### src/rtl/pic_pkg.sv
package pic_pkg;
    localparam int NIN   = 8;
    localparam int IDX_W = $clog2(NIN);
    localparam int BUS_W = 8;

    localparam logic [BUS_W-1:0] CMD_INIT    = 8'h11;
    localparam logic [BUS_W-1:0] CMD_SEL_IRR = 8'h0A;
    localparam logic [BUS_W-1:0] CMD_SEL_ISR = 8'h0B;
    localparam logic [BUS_W-IDX_W-1:0] CMD_EOI_TAG = 5'b01100;

    localparam int MODE_AEOI_BIT   = 1;
    localparam int MODE_MASTER_BIT = 2;

    typedef enum logic [2:0] {
        PH_OFF,
        PH_BASE,
        PH_CASC,
        PH_MODE,
        PH_RUN
    } phase_t;

    typedef struct packed {
        phase_t           phase;
        logic [BUS_W-1:0] vbase;
        logic [BUS_W-1:0] casc;
        logic             aeoi;
        logic             master;
        logic [NIN-1:0]   mask;
        logic [NIN-1:0]   isr;
        logic             sel_isr;
        logic [BUS_W-1:0] vec;
        logic             vec_vld;
    } ctl_t;
endpackage

### src/rtl/pic_req.sv
module pic_req #(
    parameter int N = 8
) (
    input  logic         clk,
    input  logic         rst_n,
    input  logic [N-1:0] irq_in,
    input  logic [N-1:0] clr,
    output logic [N-1:0] irr
);
    typedef struct packed {
        logic [N-1:0] prev;
        logic [N-1:0] irr;
    } req_t;

    req_t r_d, r_q;

    always_comb begin
        r_d      = r_q;
        r_d.prev = irq_in;
        for (int i = 0; i < N; i++) begin
            r_d.irr[i] = ((r_q.irr[i] & ~clr[i]) | (irq_in[i] & ~r_q.prev[i])) & irq_in[i];
        end
    end

    always_ff @(posedge clk or negedge rst_n) begin
        if (!rst_n) r_q <= '0;
        else        r_q <= r_d;
    end

    assign irr = r_q.irr;
endmodule

### src/rtl/pic_resolver.sv
module pic_resolver #(
    parameter int N     = 8,
    parameter int IDX_W = $clog2(N)
) (
    input  logic [N-1:0]     irr,
    input  logic [N-1:0]     mask,
    input  logic [N-1:0]     isr,
    output logic             gnt_vld,
    output logic [IDX_W-1:0] gnt_idx
);
    logic [N-1:0] pend;
    logic [N-1:0] upto;
    logic         found;
    logic         blocked;

    assign pend = irr & ~mask;

    always_comb begin
        found   = 1'b0;
        gnt_idx = '0;
        for (int i = 0; i < N; i++) begin
            if (!found && pend[i]) begin
                found   = 1'b1;
                gnt_idx = IDX_W'(i);
            end
        end
    end

    genvar g;
    generate
        for (g = 0; g < N; g++) begin : g_upto
            assign upto[g] = (IDX_W'(g) <= gnt_idx);
        end
    endgenerate

    assign blocked = |(isr & upto);
    assign gnt_vld = found & ~blocked;
endmodule

### src/rtl/pic_ctrl.sv
module pic_ctrl
    import pic_pkg::*;
(
    input  logic                  clk,
    input  logic                  rst_n,
    input  logic                  cmd_wr,
    input  logic                  dat_wr,
    input  logic [BUS_W-1:0]      wdata,
    input  logic                  ack,
    input  logic                  gnt_vld,
    input  logic [IDX_W-1:0]      gnt_idx,
    output ctl_t                  st,
    output logic [NIN-1:0]        irr_clr
);
    ctl_t s_d, s_q;
    logic run;

    assign run = (s_q.phase == PH_RUN);

    always_comb begin
        s_d         = s_q;
        s_d.vec_vld = 1'b0;
        irr_clr     = '0;

        if (cmd_wr) begin
            if (wdata == CMD_INIT) begin
                s_d.phase   = PH_BASE;
                s_d.mask    = '1;
                s_d.isr     = '0;
                s_d.sel_isr = 1'b0;
            end else if (run) begin
                if (wdata[BUS_W-1:IDX_W] == CMD_EOI_TAG) begin
                    s_d.isr[wdata[IDX_W-1:0]] = 1'b0;
                end else if (wdata == CMD_SEL_IRR) begin
                    s_d.sel_isr = 1'b0;
                end else if (wdata == CMD_SEL_ISR) begin
                    s_d.sel_isr = 1'b1;
                end
            end
        end

        if (dat_wr) begin
            case (s_q.phase)
                PH_BASE: begin
                    s_d.vbase = wdata;
                    s_d.phase = PH_CASC;
                end
                PH_CASC: begin
                    s_d.casc  = wdata;
                    s_d.phase = PH_MODE;
                end
                PH_MODE: begin
                    s_d.aeoi   = wdata[MODE_AEOI_BIT];
                    s_d.master = wdata[MODE_MASTER_BIT];
                    s_d.phase  = PH_RUN;
                end
                PH_RUN:  s_d.mask = wdata;
                default: ;
            endcase
        end

        if (ack && run) begin
            s_d.vec_vld = 1'b1;
            if (gnt_vld) begin
                s_d.vec          = s_q.vbase + BUS_W'(gnt_idx);
                irr_clr[gnt_idx] = 1'b1;
                if (!s_q.aeoi) s_d.isr[gnt_idx] = 1'b1;
            end else begin
                s_d.vec = s_q.vbase + BUS_W'(NIN - 1);
            end
        end
    end

    always_ff @(posedge clk or negedge rst_n) begin
        if (!rst_n) begin
            s_q       <= '0;
            s_q.phase <= PH_OFF;
            s_q.mask  <= '1;
        end else begin
            s_q <= s_d;
        end
    end

    assign st = s_q;
endmodule

### src/rtl/prio_irq_ctrl.sv
module prio_irq_ctrl
    import pic_pkg::*;
(
    input  logic             clk,
    input  logic             rst_n,
    input  logic             bus_sel,
    input  logic             bus_wr,
    input  logic [BUS_W-1:0] bus_wdata,
    output logic [BUS_W-1:0] bus_rdata,
    input  logic [NIN-1:0]   irq_in,
    output logic             int_out,
    input  logic             int_ack,
    output logic [BUS_W-1:0] vec_out,
    output logic             vec_valid,
    output logic [BUS_W-1:0] slave_map,
    output logic [2:0]       slave_id
);
    ctl_t             st;
    logic             cmd_wr;
    logic             dat_wr;
    logic [NIN-1:0]   irr_q;
    logic [NIN-1:0]   irr_clr;
    logic [NIN-1:0]   mask_q;
    logic [NIN-1:0]   isr_q;
    logic             gnt_vld;
    logic [IDX_W-1:0] gnt_idx;
    logic             active;
    logic             init_busy;
    logic             aeoi;

    assign cmd_wr = bus_wr & ~bus_sel;
    assign dat_wr = bus_wr &  bus_sel;

    pic_req #(.N(NIN)) u_req (
        .clk    (clk),
        .rst_n  (rst_n),
        .irq_in (irq_in),
        .clr    (irr_clr),
        .irr    (irr_q)
    );

    pic_resolver #(.N(NIN), .IDX_W(IDX_W)) u_res (
        .irr     (irr_q),
        .mask    (mask_q),
        .isr     (isr_q),
        .gnt_vld (gnt_vld),
        .gnt_idx (gnt_idx)
    );

    pic_ctrl u_ctl (
        .clk     (clk),
        .rst_n   (rst_n),
        .cmd_wr  (cmd_wr),
        .dat_wr  (dat_wr),
        .wdata   (bus_wdata),
        .ack     (int_ack),
        .gnt_vld (gnt_vld),
        .gnt_idx (gnt_idx),
        .st      (st),
        .irr_clr (irr_clr)
    );

    assign mask_q    = st.mask;
    assign isr_q     = st.isr;
    assign aeoi      = st.aeoi;
    assign active    = (st.phase == PH_RUN);
    assign init_busy = (st.phase == PH_BASE) || (st.phase == PH_CASC) || (st.phase == PH_MODE);

    assign int_out   = active & gnt_vld;
    assign vec_out   = st.vec;
    assign vec_valid = st.vec_vld;
    assign bus_rdata = bus_sel    ? st.mask :
                       st.sel_isr ? st.isr  : irr_q;
    assign slave_map = st.master ? st.casc : '0;
    assign slave_id  = st.master ? 3'd0    : st.casc[2:0];
endmodule

### config.mk
export PLATFORM = sky130hd
export DESIGN_NAME = prio_irq_ctrl
export DESIGN_NICKNAME = d
export VERILOG_FILES = /design/src/rtl/pic_pkg.sv /design/src/rtl/pic_req.sv /design/src/rtl/pic_resolver.sv /design/src/rtl/pic_ctrl.sv /design/src/rtl/prio_irq_ctrl.sv
export SDC_FILE = /design/constraint.sdc
export NUM_CORES = 1
export LEC_CHECK = 0
export ABC_AREA = 1
export CAP_MARGIN = 20
export CORE_MARGIN = 1
export CORE_UTILIZATION = 35
export CTS_BUF_LIST = sky130_fd_sc_hd__clkbuf_8
export CTS_CLUSTER_DIAMETER = 60
export CTS_CLUSTER_SIZE = 20
export DETAILED_ROUTE_END_ITERATION = 10
export GPL_ROUTABILITY_DRIVEN = 0
export PLACE_DENSITY = 0.58
export SLEW_MARGIN = 20
export SYNTH_ARGS = -nofsm -noshare
export SYNTH_HDL_FRONTEND = slang
export SYNTH_HIERARCHICAL = 1
export SYNTH_SLANG_ARGS = --single-unit
### constraint.sdc
create_clock -name clk -period 3.1 [get_ports clk]
set_input_delay 0.775 -clock clk [delete_from_list [all_inputs] [get_ports clk]]
set_output_delay 0.775 -clock clk [all_outputs]
set_load 0.005 [all_outputs]
==> flow_metrics.env, run 1 <==
export IMPL_topRoutingLayerUsed="met4"
export IMPL_layout_area_overhead_vs_synth_pct=22.8
export IMPL_preCtsSetupSlack_ns=0.0855
export IMPL_critical_r2r_capture="u_ctl/st[7]"
export IMPL_status="complete, no violations"
export IMPL_initial_standard_cell_utilization_of_the_core=0.360
export IMPL_cts_reportedPaths_clkPinSlew_ns=0.08
export IMPL_synthFlopType="sky130_fd_sc_hd__dfrtp_1"
export IMPL_setup_worst_path_end="bus_rdata[0]"
export IMPL_worst_r2r_path_depth=21
export IMPL_maxCapViolCount=0
export IMPL_power_share_sequential=0.366
export IMPL_p_int_mw=2.23
export IMPL_clockBufferDepth=2
export IMPL_final_min_period_over_clock_period=0.946
export IMPL_fmax_mhz=341
export IMPL_critical_path_reg2reg_startpoint="u_ctl/st[21]"
export IMPL_tritoncts="done"
export IMPL_crit_fanout=8
export IMPL_multi_input_combinational_cell_area_sq_um=1610
export IMPL_worst_slew_pin_transition_ns=0.749
export IMPL_synth_seq_cells=63
export IMPL_wirelength_met1_mm=4.09
export IMPL_final_cell_count_no_fill=697
export IMPL_num_cts_buffers=9
export IMPL_setup_violations_final=0
export IMPL_routed_via_count=3261
export IMPL_netlist_top_cell_by_area="sky130_fd_sc_hd__dfrtp_1"
export IMPL_drt_initial_drc_count=143
export IMPL_worst_setup_path_startpoint="bus_sel"
export IMPL_power_switching_mw=1.42
export IMPL_layout_nets=581
export IMPL_power_leakage_nw=2.40
export IMPL_clock_skew_final_ns=0.00695
export IMPL_worst_path_max_delay_cell="sky130_fd_sc_hd__clkdlybuf4s50_1"
export IMPL_worst_ep_required_time_ns=2.32
export IMPL_route_final_wire_length_mm=8.97
export IMPL_grt_pass1_wl_mm=15.0
export IMPL_synth_area_per_cell_sq_um=7.40
export IMPL_drive_above_1_share=0.168
export IMPL_post_synth_most_frequent_cells="140 x sky130_fd_sc_hd__nand2_1, 91 x sky130_fd_sc_hd__inv_1, 55 x sky130_fd_sc_hd__dfrtp_1, 44 x sky130_fd_sc_hd__nand3_1, 35 x sky130_fd_sc_hd__nor2_1"
export IMPL_clock_sink_count=63
export IMPL_maximum_single_stage_delay_on_the_critical_path_ns=0.51
export IMPL_vdd_ir_drop_worst_uv=287
export IMPL_crit_top_cell="sky130_fd_sc_hd__clkdlybuf4s50_1"
export IMPL_port_buffers=49
export IMPL_ios=50
export IMPL_die_h_um=105
export IMPL_asyncSetResetFlopFracSynth=1.00
export IMPL_power_mw=3.65
export IMPL_grt_ovfl_total=0
export IMPL_placementRows=37
export IMPL_crit_path_start_kind="primary input"
export IMPL_placedCellCount=681
export IMPL_clock_root_buffer="sky130_fd_sc_hd__clkbuf_8"
export IMPL_fin_setup_tns_ns=0
export IMPL_n_antenna_cell=0
export IMPL_clkPwrFrac=0.210
export IMPL_syn_nets=528
export IMPL_number_of_antenna_violations_at_the_first_check_in_global_routing=0
export IMPL_synthesis_yosys_warnings=6
export IMPL_synth_top_area_share=0.370
export IMPL_syn_cell_area_sq_um=3720
export IMPL_synth_edff_count=0
export IMPL_fillers=1078
export IMPL_grt_total_usage=0.177
export IMPL_die_width_um=105
export IMPL_dp_final_hpwl_mm=6.89
export IMPL_p_comb_frac=0.424
export IMPL_relSlewSlack=0.500
export IMPL_grt_pass1_vias=3178
export IMPL_final_setup_worst_slack_ns=0.166
export IMPL_post_synth_top_count_cell="sky130_fd_sc_hd__nand2_1"
export IMPL_route_met3_wl_um=428
export IMPL_post_route_min_period_ns=2.93
export IMPL_grt_start_max_net_pins=33
export IMPL_worst_skew_pair_late_latency_ns=0.35
export IMPL_postRouteAntennaNets=0
export IMPL_die_area_sq_um=11000
export IMPL_endpoint_kind="output pin"
export IMPL_rrSetupSlack_ns=0.24
export IMPL_cts_htree_levels=3
export IMPL_timing_final_hold_violations=0
export IMPL_synth_area_leaders="sky130_fd_sc_hd__dfrtp_1 37%, sky130_fd_sc_hd__nand2_1 14%, sky130_fd_sc_hd__inv_1 9.2%"
export IMPL_synth_cells=503
export IMPL_seq_area_sq_um=1590
export IMPL_drt_pre_antenna_iters=4
export IMPL_timing_critical_path_arrival_ns=2.16
export IMPL_rsz0062_at_grt="false"
export IMPL_post_route_drc_count=0
export IMPL_hold_class="reg -> reg"
export IMPL_viasPerCell=4.68
export IMPL_switch_share=0.389
export IMPL_ys_types=36
export IMPL_timing_max_transition_violations_final=0
export IMPL_core_sq_um=10300
export IMPL_drt_wirelength_per_cell_um=12.9
export IMPL_power_per_cell_area_nw_per_um2=800
export IMPL_fraction_of_the_yosys_area_taken_by_sequential_cells=0.427
export IMPL_detailroute_wirelength_met2_mm=4.21
export IMPL_path_class="in -> out"
export IMPL_crit_path_cell_trace="clkdlybuf4s50_1 > bufinv_8 > nand3_1 > nand2_1 > clkdlybuf4s50_1"
==> worst min path at each step <==
stage          slack, ns           end           from  depth (start not counted)
6_report            0.42  u_req/irr[3]  u_req/r_q[11]                          1
5_1_grt             0.44  u_req/irr[3]  u_req/r_q[11]                          1
4_1_cts             0.43  u_req/irr[6]  u_req/r_q[14]                          1
3_5_place_dp        0.42  u_req/irr[6]  u_req/r_q[14]                          1
3_3_place_gp        0.41  u_req/irr[6]  u_req/r_q[14]                          1
2_1_floorplan       0.41  u_req/irr[0]   u_req/r_q[8]                          1
==> power groups by stage <==
stage               registers [mW]  clock network (mW)  logic, mW
floorplan                     1.29                   0      0.995
global placement              1.34                   0       1.49
detailed placement            1.35                   0       1.52
CTS                           1.34               0.799       1.54
global route                  1.38               0.828       1.76
finish                        1.34               0.769       1.55
==> placed cells by master (no fill, tap or decap), types with 2 or more instances in the layout <==
master / instances
sky130_fd_sc_hd__a31oi_1: 8
sky130_fd_sc_hd__clkdlybuf4s50_1: 47
sky130_fd_sc_hd__inv_2: 16
sky130_fd_sc_hd__nand3_2: 3
sky130_fd_sc_hd__nand3_4: 2
sky130_fd_sc_hd__nor2_1: 35
sky130_fd_sc_hd__o21ai_1: 22
sky130_fd_sc_hd__nor2_4: 4
sky130_fd_sc_hd__inv_6: 3
sky130_fd_sc_hd__nor3_1: 5
sky130_fd_sc_hd__xor2_1: 2
sky130_fd_sc_hd__nand3_1: 44
sky130_fd_sc_hd__clkinvlp_4: 2
sky130_fd_sc_hd__o21ai_0: 4
sky130_fd_sc_hd__nand2_4: 4
sky130_fd_sc_hd__dfrtp_1: 55
sky130_fd_sc_hd__ha_1: 3
sky130_fd_sc_hd__buf_4: 10
sky130_fd_sc_hd__nand4_1: 9
sky130_fd_sc_hd__nand2_2: 11
sky130_fd_sc_hd__dfstp_2: 8
sky130_fd_sc_hd__nand2_1: 137
sky130_fd_sc_hd__buf_2: 2
sky130_fd_sc_hd__a21oi_2: 8
sky130_fd_sc_hd__inv_1: 91
sky130_fd_sc_hd__a21oi_1: 3
sky130_fd_sc_hd__clkbuf_8: 11
==> layer usage <==
metal	up-vias	track usage
li1	1652	-
met1	1511	0.222
met2	82	0.287
met3	16	0.0430
met4	0	0.0825
met5	-	0
==> worst max-delay path: cells and delay by family <==
kind | cells | cell delay, ns
buf+inv | 3 | 1.19
simple gates | 2 | 0.20
==> per-stage QoR <==
stage	hold WS (ns)	cell area (sq um)	utilization
global route	0.441	4570	0.442
global placement	0.412	4340	0.420
CTS	0.428	4560	0.441
detailed placement	0.416	4340	0.420
floorplan	0.409	3720	-
finish	0.423	4570	0.442
==> registers in the layout, indices dropped and copies added (netlist names) <==
register,flops
u_req/r_q,8
u_ctl/st,47
u_req/irr,8
==> kinds of logic after synthesis <==
| logic type | synth area share |
|---|---|
| fa+ha+maj | 0.0155 |
| flops | 0.427 |
| xor+xnor | 0.00471 |
| simple gates | 0.328 |
| compound gates | 0.0801 |
| buf+inv | 0.145 |
==> area by class of cell <==
cell class | count | area share
multi-input cells | 314 | 0.353
well taps | 136 | 0.0373
inverters | 109 | 0.0937
clock inverters | 5 | 0.0137
repair buffers | 59 | 0.122
clock buffers | 11 | 0.0331
flip-flops and latches | 63 | 0.347
==> timing repair <==
action | 4_1_cts | 5_1_grt
pin swaps | 2 | 4
resized for setup | 2 | 10
endpoints found under the setup margin | 1 | 3
hold buffers | 0 | 0
buffers inserted | 0 | 0
Note: power is estimated with default switching activity, not from simulation.
==> inputs of run 2 (changes only) <==
--- a/config.mk
+++ b/config.mk
@@ -15,7 +15,7 @@
 export DETAILED_ROUTE_END_ITERATION = 10
 export GPL_ROUTABILITY_DRIVEN = 0
 export PLACE_DENSITY = 0.58
-export SLEW_MARGIN = 20
+export SLEW_MARGIN = 5
 export SYNTH_ARGS = -nofsm -noshare
 export SYNTH_HDL_FRONTEND = slang
 export SYNTH_HIERARCHICAL = 1
==> results of run 2 <==
Same layout as run 1: the final DEF is identical, and so are final timing and power.
==> inputs of run 3 (changes only) <==
--- a/config.mk
+++ b/config.mk
@@ -14,8 +14,8 @@
 export CTS_CLUSTER_SIZE = 20
 export DETAILED_ROUTE_END_ITERATION = 10
 export GPL_ROUTABILITY_DRIVEN = 0
-export PLACE_DENSITY = 0.58
-export SLEW_MARGIN = 5
+export GPL_TIMING_DRIVEN = 0
+export SLEW_MARGIN = 20
 export SYNTH_ARGS = -nofsm -noshare
 export SYNTH_HDL_FRONTEND = slang
 export SYNTH_HIERARCHICAL = 1
==> run 3 against run 2 <==
Clock power is 8.2% higher. Via count is 2.3% higher. Sequential share of layout area is 1.1 points lower. Final area is 3.2% higher. Worst hold slack worse by 0.19 ns. First-iteration DRC count is 46% higher. Clock skew is 0.0020 ns higher. Non-clock buffer count is 12 higher. Worst setup slack worse by 0.0022 ns. Cell count is 1.7% higher. Fmax hardly changed. Total power is 4.2% higher.
==> flow_metrics.env, run 3 (synthesis results as in run 1) <==
export IMPL_status="complete, no violations"
export IMPL_path_class="reg -> out"
export IMPL_route_final_wire_length_mm=8.97
export IMPL_hold_class="in -> async"
export IMPL_crit_fanout=4
export IMPL_core_sq_um=10300
export IMPL_power_per_cell_area_nw_per_um2=807
export IMPL_grt_ovfl_total=0
export IMPL_worst_ep_required_time_ns=2.32
export IMPL_drt_initial_drc_count=209
export IMPL_holdWs_ns=0.232
export IMPL_initial_standard_cell_utilization_of_the_core=0.360
export IMPL_crit_path_cell_trace="inv_1 > nand2_2 > nand2_4 > nor2_4 > nand2_1 > nand3_1 > nand3_2 > nor3_4 > nand2_2 > nor3_4 > buf_2"
export IMPL_clock_root_buffer="sky130_fd_sc_hd__clkbuf_8"
export IMPL_die_width_um=105
export IMPL_clock_sink_count=63
export IMPL_final_min_period_over_clock_period=0.947
export IMPL_worst_path_max_delay_cell="sky130_fd_sc_hd__dfstp_2"
export IMPL_fmax_mhz=341
export IMPL_worst_skew_pair_late_latency_ns=0.35
export IMPL_cts_hold_fix_buffers=0
export IMPL_placementRows=37
export IMPL_port_buffers=49
export IMPL_clock_skew_final_ns=0.00897
export IMPL_die_h_um=105
export IMPL_relSlewSlack=0.654
export IMPL_worst_slew_pin_transition_ns=0.517
export IMPL_mostFrequentLayoutCells="138 x sky130_fd_sc_hd__nand2_1, 90 x sky130_fd_sc_hd__inv_1, 55 x sky130_fd_sc_hd__dfrtp_1, 47 x sky130_fd_sc_hd__clkdlybuf4s50_1, 44 x sky130_fd_sc_hd__nand3_1"
export IMPL_finalCoreUtilization=0.457
export IMPL_layout_nets=593
export IMPL_grt_start_max_net_pins=58
export IMPL_placedCellCount=689
export IMPL_power_mw=3.81
export IMPL_number_of_antenna_violations_at_the_first_check_in_global_routing=0
export IMPL_rsz0062_at_grt="true"
export IMPL_maxCapViolCount=0
export IMPL_timing_critical_path_arrival_ns=2.16
export IMPL_timing_max_transition_violations_final=0
export IMPL_maximum_single_stage_delay_on_the_critical_path_ns=0.55
export IMPL_drive_above_1_share=0.187
export IMPL_viasPerCell=4.71
export IMPL_power_leakage_nw=2.48
export IMPL_crit_path_start_kind="register"
export IMPL_layout_area_overhead_vs_synth_pct=26.7
export IMPL_grt_pass1_wl_mm=15.5
export IMPL_clockBufferDepth=2
export IMPL_grt_total_usage=0.178
export IMPL_die_area_sq_um=11000
export IMPL_cts_htree_levels=3
export IMPL_grt_pass1_vias=3244
export IMPL_ios=50
export IMPL_fillers=1044
export IMPL_drt_pre_antenna_iters=5
export IMPL_post_route_drc_count=0
export IMPL_setup_violations_final=0
export IMPL_dp_final_hpwl_mm=6.72
export IMPL_num_cts_buffers=9
export IMPL_drt_wirelength_per_cell_um=12.7
export IMPL_endpoint_kind="output pin"
export IMPL_routed_via_count=3336
export IMPL_final_common_cell="sky130_fd_sc_hd__nand2_1"
export IMPL_n_antenna_cell=0
export IMPL_tritoncts="done"
export IMPL_postRouteAntennaNets=0
export IMPL_timing_final_hold_violations=0
export IMPL_post_route_min_period_ns=2.94
export IMPL_cts_reportedPaths_clkPinSlew_ns=0.08
export IMPL_vdd_ir_drop_worst_uv=325
export IMPL_largest_register_ff_count=47
export IMPL_final_cell_count_no_fill=709
[run 3: cell count changes in the layout (fill, tap and decap cells not counted), moves of 2 or more]
cell                      change
sky130_fd_sc_hd__buf_4        +4
sky130_fd_sc_hd__nand2_2      -3
sky130_fd_sc_hd__o21ai_2      +2
sky130_fd_sc_hd__buf_2        +5
sky130_fd_sc_hd__nand2_4      +2
[run 3: cell type report]
| class | count | area [sq um] | share of cell area |
|---|---|---|---|
| well taps | 136 | 170 | 0.0361 |
| plain buffers | 17 | 113 | 0.0239 |
| flip-flops and latches | 63 | 1590 | 0.337 |
| multi-input cells | 314 | 1650 | 0.349 |
| repair buffers | 54 | 541 | 0.115 |
| clock inverters | 6 | 92.6 | 0.0196 |
| inverters | 109 | 428 | 0.0908 |
| clock buffers | 10 | 138 | 0.0292 |
[run 3: per-stage QoR]
step / cell area (sq um) / TNS (ns) / setup slack, ns
4_1_cts: 4690 / 0 / 0.0750
5_1_grt: 4710 / -0.0121 / -0.0121
3_5_place_dp: 4410 / -0.335 / -0.190
3_3_place_gp: 4380 / -47.15 / -0.838
6_report: 4710 / 0 / 0.164
2_1_floorplan: 3720 / 0 / 0.327
[run 3: metal layers]
| layer | GRT usage | vias up | share of wire |
|---|---|---|---|
| li1 | - | 1669 | - |
| met1 | 0.228 | 1552 | 0.45 |
| met2 | 0.295 | 101 | 0.48 |
| met3 | 0.0356 | 14 | 0.048 |
| met4 | 0.0664 | 0 | 0.017 |
| met5 | 0 | - | 0 |
[run 3: critical path: cells and delay by family, from the launching register on]
family        cells  cell delay, ns
simple gates      9            1.09
flops             1            0.55
buf+inv           2            0.18
[run 3: power breakdown]
| part | internal, mW | switching [mW] |
|---|---|---|
| clock network | 0.479 | 0.354 |
| registers | 1.12 | 0.224 |
| logic | 0.727 | 0.908 |
| total | 2.32 | 1.49 |
[run 3: path summary, 6_finish.rpt]
| path | start | to | slack [ns] | cells after the start |
|---|---|---|---|---|
| min in group clk | u_req/r_q[14] | u_req/irr[6] | 0.42 | 1 |
| min | rst_n | u_ctl/st[33] | 0.23 | 1 |
| max | u_ctl/st[18] | int_out | 0.16 | 11 |
| min reg2reg | u_req/r_q[14] | u_req/irr[6] | 0.42 | 1 |
| max reg2reg | u_ctl/st[18] | u_ctl/st[7] | 0.23 | 20 |
| max in group asynchronous | rst_n | u_ctl/st[21] | 2.33 | 2 |
[run 3: repair_timing]
item	CTS	global route
pin swaps	3	4
setup endpoints to repair	3	3
gates resized for setup	7	12
setup buffers	4	0
